===== config.mk =====
export PLATFORM = sky130hd
export DESIGN_NAME = dfault_status
export DESIGN_NICKNAME = d
export VERILOG_FILES = /design/src/rtl/dfs_pkg.sv /design/src/rtl/dfs_row_select.sv /design/src/rtl/dfs_field_reg.sv /design/src/rtl/dfault_status.sv
export SDC_FILE = /design/constraint.sdc
export NUM_CORES = 1
export LEC_CHECK = 0
export ABC_AREA = 1
export CORE_UTILIZATION = 43
export DETAILED_ROUTE_END_ITERATION = 7
export PLACE_DENSITY = 0.85
export SYNTH_ARGS = -nofsm -noshare
export SYNTH_HDL_FRONTEND = slang
export SYNTH_HIERARCHICAL = 1
export SYNTH_SLANG_ARGS = --single-unit
export TNS_END_PERCENT = 5

===== constraint.sdc =====
create_clock -name clk -period 3 [get_ports clk]
set_clock_uncertainty 0.05 [all_clocks]
set_input_delay 0.75 -clock clk [delete_from_list [all_inputs] [get_ports clk]]
set_output_delay 0.75 -clock clk [all_outputs]
set_load 0.01 [all_outputs]

===== src/rtl/dfs_pkg.sv =====
package dfs_pkg;

  localparam int FT_W = 7;

  typedef enum logic [2:0] {
    CLS_MISS     = 3'd0,
    CLS_EXC      = 3'd1,
    CLS_PROT     = 3'd2,
    CLS_PA_WP    = 3'd3,
    CLS_VA_WP    = 3'd4,
    CLS_PRIV     = 3'd5,
    CLS_MISALIGN = 3'd6,
    CLS_ACC_ERR  = 3'd7
  } trap_cls_e;

  typedef enum logic [1:0] {
    OP_KEEP = 2'd0,
    OP_LOAD = 2'd1,
    OP_ZERO = 2'd2,
    OP_ONE  = 2'd3
  } fld_op_e;

  typedef enum logic [2:0] {
    ROW_MISS,
    ROW_FRESH_EXC,
    ROW_FRESH_FLT,
    ROW_FRESH_AERR,
    ROW_EXC_ON_REC,
    ROW_FLT_ON_REC,
    ROW_EXC_ON_MISS,
    ROW_FLT_ON_MISS
  } upd_row_e;

  typedef struct packed {
    fld_op_e tlb;
    fld_op_e fv;
    fld_op_e ow;
    fld_op_e attr;
    fld_op_e ft;
    fld_op_e tm;
    fld_op_e asi;
    fld_op_e err;
    fld_op_e va;
  } upd_pol_t;

  // Row choice from class and current record state
  function automatic upd_row_e pick_row(input logic [2:0] cls,
                                        input logic fv, input logic tm);
    upd_row_e r;
    if (cls == CLS_MISS)          r = ROW_MISS;
    else if (tm)                  r = (cls == CLS_EXC) ? ROW_EXC_ON_MISS : ROW_FLT_ON_MISS;
    else if (fv)                  r = (cls == CLS_EXC) ? ROW_EXC_ON_REC  : ROW_FLT_ON_REC;
    else if (cls == CLS_EXC)      r = ROW_FRESH_EXC;
    else if (cls == CLS_ACC_ERR)  r = ROW_FRESH_AERR;
    else                          r = ROW_FRESH_FLT;
    return r;
  endfunction

  // Per-field action for each row
  function automatic upd_pol_t row_policy(input upd_row_e r);
    upd_pol_t p;
    p = '{tlb: OP_KEEP, fv: OP_KEEP, ow: OP_KEEP, attr: OP_LOAD, ft: OP_KEEP,
          tm: OP_KEEP, asi: OP_LOAD, err: OP_KEEP, va: OP_LOAD};
    case (r)
      ROW_MISS: begin
        p.fv = OP_ZERO; p.ow = OP_ZERO; p.tm = OP_ONE; p.asi = OP_KEEP;
      end
      ROW_FRESH_EXC: begin
        p.fv = OP_ONE; p.ow = OP_ZERO; p.tm = OP_ZERO; p.ft = OP_LOAD;
      end
      ROW_FRESH_FLT: begin
        p.fv = OP_ONE; p.ow = OP_ZERO; p.tm = OP_ZERO;
      end
      ROW_FRESH_AERR: begin
        p.fv = OP_ONE; p.ow = OP_ZERO; p.tm = OP_ZERO;
        p.tlb = OP_LOAD; p.err = OP_LOAD;
      end
      ROW_EXC_ON_REC: begin
        p.fv = OP_ONE; p.ow = OP_ONE; p.ft = OP_LOAD;
      end
      ROW_FLT_ON_REC: begin
        p.fv = OP_ONE; p.ow = OP_ONE; p.tlb = OP_LOAD; p.err = OP_LOAD;
      end
      ROW_EXC_ON_MISS: begin
        p.fv = OP_ONE; p.tm = OP_ONE; p.ft = OP_LOAD;
      end
      default: begin
        p.fv = OP_ONE; p.tm = OP_ONE; p.tlb = OP_LOAD; p.err = OP_LOAD;
      end
    endcase
    return p;
  endfunction

  // Fault-type entry filter: reserved bits dropped, nonfault-only bit
  // suppressed for internal address spaces
  function automatic logic [FT_W-1:0] ft_filter(input logic [FT_W-1:0] raw,
                                                 input logic int_asi);
    logic [FT_W-1:0] f;
    f = raw & 7'h1F;
    if (int_asi) f[4] = 1'b0;
    return f;
  endfunction

  // The all-hold policy, optionally dropping the status flags
  function automatic upd_pol_t idle_policy(input logic clr);
    upd_pol_t p;
    p = '{tlb: OP_KEEP, fv: OP_KEEP, ow: OP_KEEP, attr: OP_KEEP, ft: OP_KEEP,
          tm: OP_KEEP, asi: OP_KEEP, err: OP_KEEP, va: OP_KEEP};
    if (clr) begin
      p.fv = OP_ZERO; p.ow = OP_ZERO; p.tm = OP_ZERO;
    end
    return p;
  endfunction

endpackage


===== src/rtl/dfs_row_select.sv =====
module dfs_row_select
  import dfs_pkg::*;
(
  input  logic       trap_vld,
  input  logic [2:0] trap_cls,
  input  logic       cur_fv,
  input  logic       cur_tm,
  input  logic       sw_clr,
  output upd_pol_t   pol
);

  upd_row_e row;

  always_comb begin
    row = pick_row(trap_cls, cur_fv, cur_tm);
    if (trap_vld) pol = row_policy(row);
    else          pol = idle_policy(sw_clr);
  end

endmodule


===== src/rtl/dfs_field_reg.sv =====
module dfs_field_reg
  import dfs_pkg::*;
#(
  parameter int W = 1
) (
  input  logic         clk,
  input  logic         rst_n,
  input  fld_op_e      op,
  input  logic [W-1:0] d,
  output logic [W-1:0] q
);

  always_ff @(posedge clk) begin
    if (!rst_n) q <= '0;
    else begin
      case (op)
        OP_LOAD: q <= d;
        OP_ZERO: q <= '0;
        OP_ONE:  q <= '1;
        default: q <= q;
      endcase
    end
  end

endmodule


===== src/rtl/dfault_status.sv =====
module dfault_status
  import dfs_pkg::*;
#(
  parameter int TLBN_W = 2,
  parameter int IDX_W  = 9,
  parameter int CTX_W  = 2,
  parameter int ASI_W  = 8,
  parameter int ERR_W  = 5,
  parameter int VA_W   = 48
) (
  input  logic              clk,
  input  logic              rst_n,
  input  logic              trap_vld,
  input  logic [2:0]        trap_cls,
  input  logic [TLBN_W-1:0] ev_tlb_sel,
  input  logic [IDX_W-1:0]  ev_tlb_idx,
  input  logic              ev_write,
  input  logic              ev_priv,
  input  logic              ev_nofault,
  input  logic [CTX_W-1:0]  ev_ctx,
  input  logic [6:0]        ev_ft,
  input  logic              ev_int_asi,
  input  logic [ASI_W-1:0]  ev_asi,
  input  logic [ERR_W-1:0]  ev_err,
  input  logic [VA_W-1:0]   ev_va,
  input  logic              sw_clr,
  output logic              st_fv,
  output logic              st_ow,
  output logic              st_tm,
  output logic              st_write,
  output logic              st_priv,
  output logic              st_nofault,
  output logic [CTX_W-1:0]  st_ctx,
  output logic [6:0]        st_ft,
  output logic [ASI_W-1:0]  st_asi,
  output logic [TLBN_W-1:0] st_tlb_sel,
  output logic [IDX_W-1:0]  st_tlb_idx,
  output logic [ERR_W-1:0]  st_err,
  output logic [VA_W-1:0]   st_va
);

  localparam int TLB_W  = TLBN_W + IDX_W;
  localparam int ATTR_W = 3 + CTX_W;

  upd_pol_t          pol;
  logic [FT_W-1:0]   ft_clean;
  logic [TLB_W-1:0]  tlb_q;
  logic [ATTR_W-1:0] attr_q;

  // Named events for the checks
  logic is_fault_cls;
  logic trap_on_rec;
  logic trap_on_miss;
  assign is_fault_cls = trap_vld && (trap_cls != CLS_MISS) && (trap_cls != CLS_EXC);
  assign trap_on_rec  = trap_vld && (trap_cls != CLS_MISS) && st_fv && !st_tm;
  assign trap_on_miss = trap_vld && (trap_cls != CLS_MISS) && st_tm;

  assign ft_clean = ft_filter(ev_ft, ev_int_asi);

  dfs_row_select u_sel (
    .trap_vld (trap_vld),
    .trap_cls (trap_cls),
    .cur_fv   (st_fv),
    .cur_tm   (st_tm),
    .sw_clr   (sw_clr),
    .pol      (pol)
  );

  dfs_field_reg #(.W(1)) u_fv (
    .clk(clk), .rst_n(rst_n), .op(pol.fv), .d(1'b1), .q(st_fv));
  dfs_field_reg #(.W(1)) u_ow (
    .clk(clk), .rst_n(rst_n), .op(pol.ow), .d(1'b1), .q(st_ow));
  dfs_field_reg #(.W(1)) u_tm (
    .clk(clk), .rst_n(rst_n), .op(pol.tm), .d(1'b1), .q(st_tm));
  dfs_field_reg #(.W(TLB_W)) u_tlb (
    .clk(clk), .rst_n(rst_n), .op(pol.tlb), .d({ev_tlb_sel, ev_tlb_idx}), .q(tlb_q));
  dfs_field_reg #(.W(ATTR_W)) u_attr (
    .clk(clk), .rst_n(rst_n), .op(pol.attr),
    .d({ev_write, ev_priv, ev_nofault, ev_ctx}), .q(attr_q));
  dfs_field_reg #(.W(FT_W)) u_ft (
    .clk(clk), .rst_n(rst_n), .op(pol.ft), .d(ft_clean), .q(st_ft));
  dfs_field_reg #(.W(ASI_W)) u_asi (
    .clk(clk), .rst_n(rst_n), .op(pol.asi), .d(ev_asi), .q(st_asi));
  dfs_field_reg #(.W(ERR_W)) u_err (
    .clk(clk), .rst_n(rst_n), .op(pol.err), .d(ev_err), .q(st_err));
  dfs_field_reg #(.W(VA_W)) u_va (
    .clk(clk), .rst_n(rst_n), .op(pol.va), .d(ev_va), .q(st_va));

  assign {st_tlb_sel, st_tlb_idx}             = tlb_q;
  assign {st_write, st_priv, st_nofault, st_ctx} = attr_q;


  miss_rule_chk: assert property (@(posedge clk) disable iff (!rst_n)
    trap_vld && trap_cls == CLS_MISS |=> st_tm && !st_fv && !st_ow && st_va == $past(ev_va));


  fresh_exc_chk: assert property (@(posedge clk) disable iff (!rst_n)
    trap_vld && trap_cls == CLS_EXC && !st_fv && !st_tm
    |=> st_fv && !st_ow && !st_tm && st_ft == $past(ft_clean));


  exc_on_rec_chk: assert property (@(posedge clk) disable iff (!rst_n)
    trap_on_rec |=> st_fv && st_ow && !st_tm);


  fault_keeps_ft_chk: assert property (@(posedge clk) disable iff (!rst_n)
    is_fault_cls |=> st_ft == $past(st_ft));


  miss_sticky_chk: assert property (@(posedge clk) disable iff (!rst_n)
    trap_on_miss |=> st_tm && st_fv && st_ow == $past(st_ow));


  ft_reserved_chk: assert property (@(posedge clk) disable iff (!rst_n)
    st_ft[6:5] == 2'b00);


  sw_clear_chk: assert property (@(posedge clk) disable iff (!rst_n)
    sw_clr && !trap_vld |=> !st_fv && !st_tm && !st_ow && st_va == $past(st_va));


  idle_hold_chk: assert property (@(posedge clk) disable iff (!rst_n)
    !trap_vld && !sw_clr |=> $stable(st_fv) && $stable(st_tm) && $stable(st_ft) && $stable(st_va));

endmodule


==> flow_summary.yaml <==
clock_tree:
  ctsHoldBuffers: 0
  cts_sinks: 87
  cts_buffers: 9
  clockBufferDepth: 2
  cts_post_setup_buffers_inserted: 0
  cts_tree: "built"
  cts_resized: 0
  cts.htree.levels: 3
  insertion_delay_ns: 0.34
  clkTransAtPathRegs_ns: 0.08
  cts_root_buffer: "clkbuf_8"
critical_path:
  rrSetupSlack_ns: 1.19
  regToRegStartpoint: "u_fv/q$_SDFFE_PN0P_"
  worst_setup_path_end_kind: "register"
  required_ns: 3.22
  path_max_fanout: 14
  reg2reg_to: "u_tlb/q[1]$_SDFFE_PN0P_"
  startpoint_type: "input pin"
  cp.arrival_ns: 2.51
  reg2reg_depth: 10
  critical_path_class: "in -> reg"
route:
  post_drt_wl_per_cell_um: 13.5
  drt_iter0_markers: 167
  vias_per_cell: 4.98
  num_vias: 3572
  wl_um: 9640
  dr.pass1.iters: 4
  postRouteAntennaNets: 0
  drcViolationCount: 0
final_layout:
  multi_input_area_mm2: 0.00145
  nets: 702
  nFillCells: 585
  areaGrowthSynthToFinish_pct: 56.0
  num_antenna_cells: 0
  layout-drive-gt1-share_pct: 5.85
  regArea_mm2: 0.00174
die:
  core_mm2: 0.00773
  rows: 32
  io_pins: 179
  die_w_um: 91.5
  die_area_mm2: 0.00836
  initial_utilization_pct: 44.5
  dieHeight_um: 91.5
logic_synthesis:
  synth_warnings: 6
  yosysTopAreaCell: "dfxtp_1"
  yosys.cell_types.count: 21
  ys_seq_elements: 87
  syn_area_mm2: 0.00344
  avgSynthCellArea_um2: 7.77
  synthTopCellsByArea: "dfxtp_1 51%, a21oi_1 13%, nand2_1 11%"
  syn_inst: 443
  synth_top_area_share_pct: 50.6
  ys_seq_area_share_pct: 50.6
global_route:
  grt_pass1_wl_um: 15600
  antenna_found_initial: 0
  grt_max_degree: 50
  overflow: 0
  grt_pass1_vias: 3339
  grt_use_total_pct: 23.1
timing:
  setup_tns_ns: 0
  worst_pin_slew_ns: 0.528
  slew_viol_final: 0
  period_minus_slack_ns: 2.29
  setup_viol: 0
  slew_headroom_pct: 64.7
  rsz0062_at_grt: "no"
  max_freq_ghz: 0.436
  hold_violations: 0
  fin_crit_sh_pct: 76.5
power_and_ir_drop:
  power.internal_mw: 1.81
  p_switching_uw: 660
  sequentialPowerShare_pct: 50.8
  clockPowerShare_pct: 30.1
  ir_drop_mv: 0.262
  p_comb_share_pct: 19.1
  leakage_nw: 1.97
  p_per_area_mw_per_mm2: 460
  p_total_mw: 2.47
  swShare_pct: 26.7
placed_design:
  post-dp-hpwl_um: 6840
  place.port_buffers: 176
  place.gp.congestion: 0.795
run_status:
  outcome: "finished, final reports clean"
min_path:
  min_path_type: "reg -> reg"
  hold_path_startpoint: "u_va/q[10]$_SDFFE_PN0P_"
  whs_endpoint: "u_va/q[10]$_SDFFE_PN0P_"
  min_path_cells: 2
run:
  cap_violations: 0
[worst max-delay path by stage]
stage / startpoint / endpoint / slack (ns) / cells after the start
after floorplan: trap_cls[2] / u_tlb/q[0]$_SDFFE_PN0P_ / 1.06 / 11
after global placement: trap_cls[1] / u_tlb/q[3]$_SDFFE_PN0P_ / 0.50 / 10
after detailed placement: trap_cls[2] / u_tlb/q[1]$_SDFFE_PN0P_ / 0.40 / 10
after CTS: trap_cls[2] / u_tlb/q[1]$_SDFFE_PN0P_ / 0.76 / 10
after global routing: trap_cls[1] / u_tlb/q[8]$_SDFFE_PN0P_ / 0.53 / 10
final: trap_cls[2] / u_err/q[4]$_SDFFE_PN0P_ / 0.71 / 11
[cells in the mapped netlist]
cell	count
nand2_1	101
a21oi_1	88
dfxtp_1	87
o21ai_0	73
inv_1	16
nor2_1	12
o21ai_1	12
buf_4	11
clkbuf_1	10
buf_2	7
nor2_2	6
buf_6	5
conb_1	3
nor2_4	3
inv_2	2
nand3_1	2
a31oi_1	1
clkbuf_2	1
nand2_2	1
nand4_2	1
o211ai_1	1
[final cells by class]
cell class                 count  area share (%)
timing repair buffer         182            33.6
tap                          102            2.38
clock inverter                 6           0.839
multi-input combinational    312            26.9
inverter                      18            1.26
sequential                    87            32.5
clock buffer                  10            2.56
[logic make-up (layout without fill, tap and decap cells)]
family | Yosys count | count (layout) | synth area share [%]
AO/OA/AOI/OAI | 175 | 175 | 25.6
AND/OR/NAND/NOR | 126 | 126 | 15.2
flip-flops | 87 | 87 | 50.6
buffers and inverters | 52 | 216 | 8.25
other | 3 | 11 | 0.327
[power by group through the flow]
stage          logic [mW]  registers, mW  clock network [mW]
6_report            0.471           1.26               0.743
3_3_place_gp        0.454           1.28                   0
2_1_floorplan       0.171           1.31                   0
3_5_place_dp        0.464           1.28                   0
5_1_grt             0.512           1.26               0.822
4_1_cts             0.466           1.26               0.762
[stage by stage]
stage	area [um2]	instances	setup WS, ns	utilization, %	hold slack, ns
after floorplan	3470	451	1.06	-	0.433
after global placement	5180	701	0.497	67.1	0.400
after detailed placement	5180	701	0.396	67.1	0.405
after CTS	5370	717	0.763	69.4	0.419
after global routing	5370	717	0.534	69.4	0.436
final	5370	717	0.705	69.4	0.417
[registers in the layout, summed over array words and instances (netlist names)]
| register | cells |
|---|---|
| u_va/q | 48 |
| u_tlb/q | 11 |
| u_asi/q | 8 |
| u_ft/q | 7 |
| u_attr/q | 5 |
| u_err/q | 5 |
| u_fv/q | 1 |
| u_ow/q | 1 |
| u_tm/q | 1 |
[per-layer routing]
layer / routed length, um / share of wire (%) / up-vias / global-route usage [%]
met3: 656 / 6.8 / 22 / 5.44
li1: - / - / 1787 / -
met5: 0 / 0 / - / 0
met4: 214 / 2.2 / 0 / 8.86
met1: 4110 / 43 / 1630 / 26.9
met2: 4660 / 48 / 133 / 40.7
[critical path, cell delays in order]
cell and delay, ns:
clkdlybuf4s50_1 0.48, inv_2 0.12, nand2_1 0.09, nand2_1 0.07, nand3_1 0.06, nand2_1 0.07
nand2_1 0.05, nor2_1 0.31, buf_4 0.26, o21ai_0 0.11, a21oi_1 0.16
[cells in the final DEF, fill, tap and decap left out, drive strengths merged, types with 3 or more instances in the layout]
cell	instances
clkdlybuf4s50	175
nand2	102
a21oi	88
dfxtp	87
o21ai	85
nor2	21
inv	19
conb	11
clkbuf	10
buf	7
clkinvlp	3
Power figures use the tool's default switching activity.
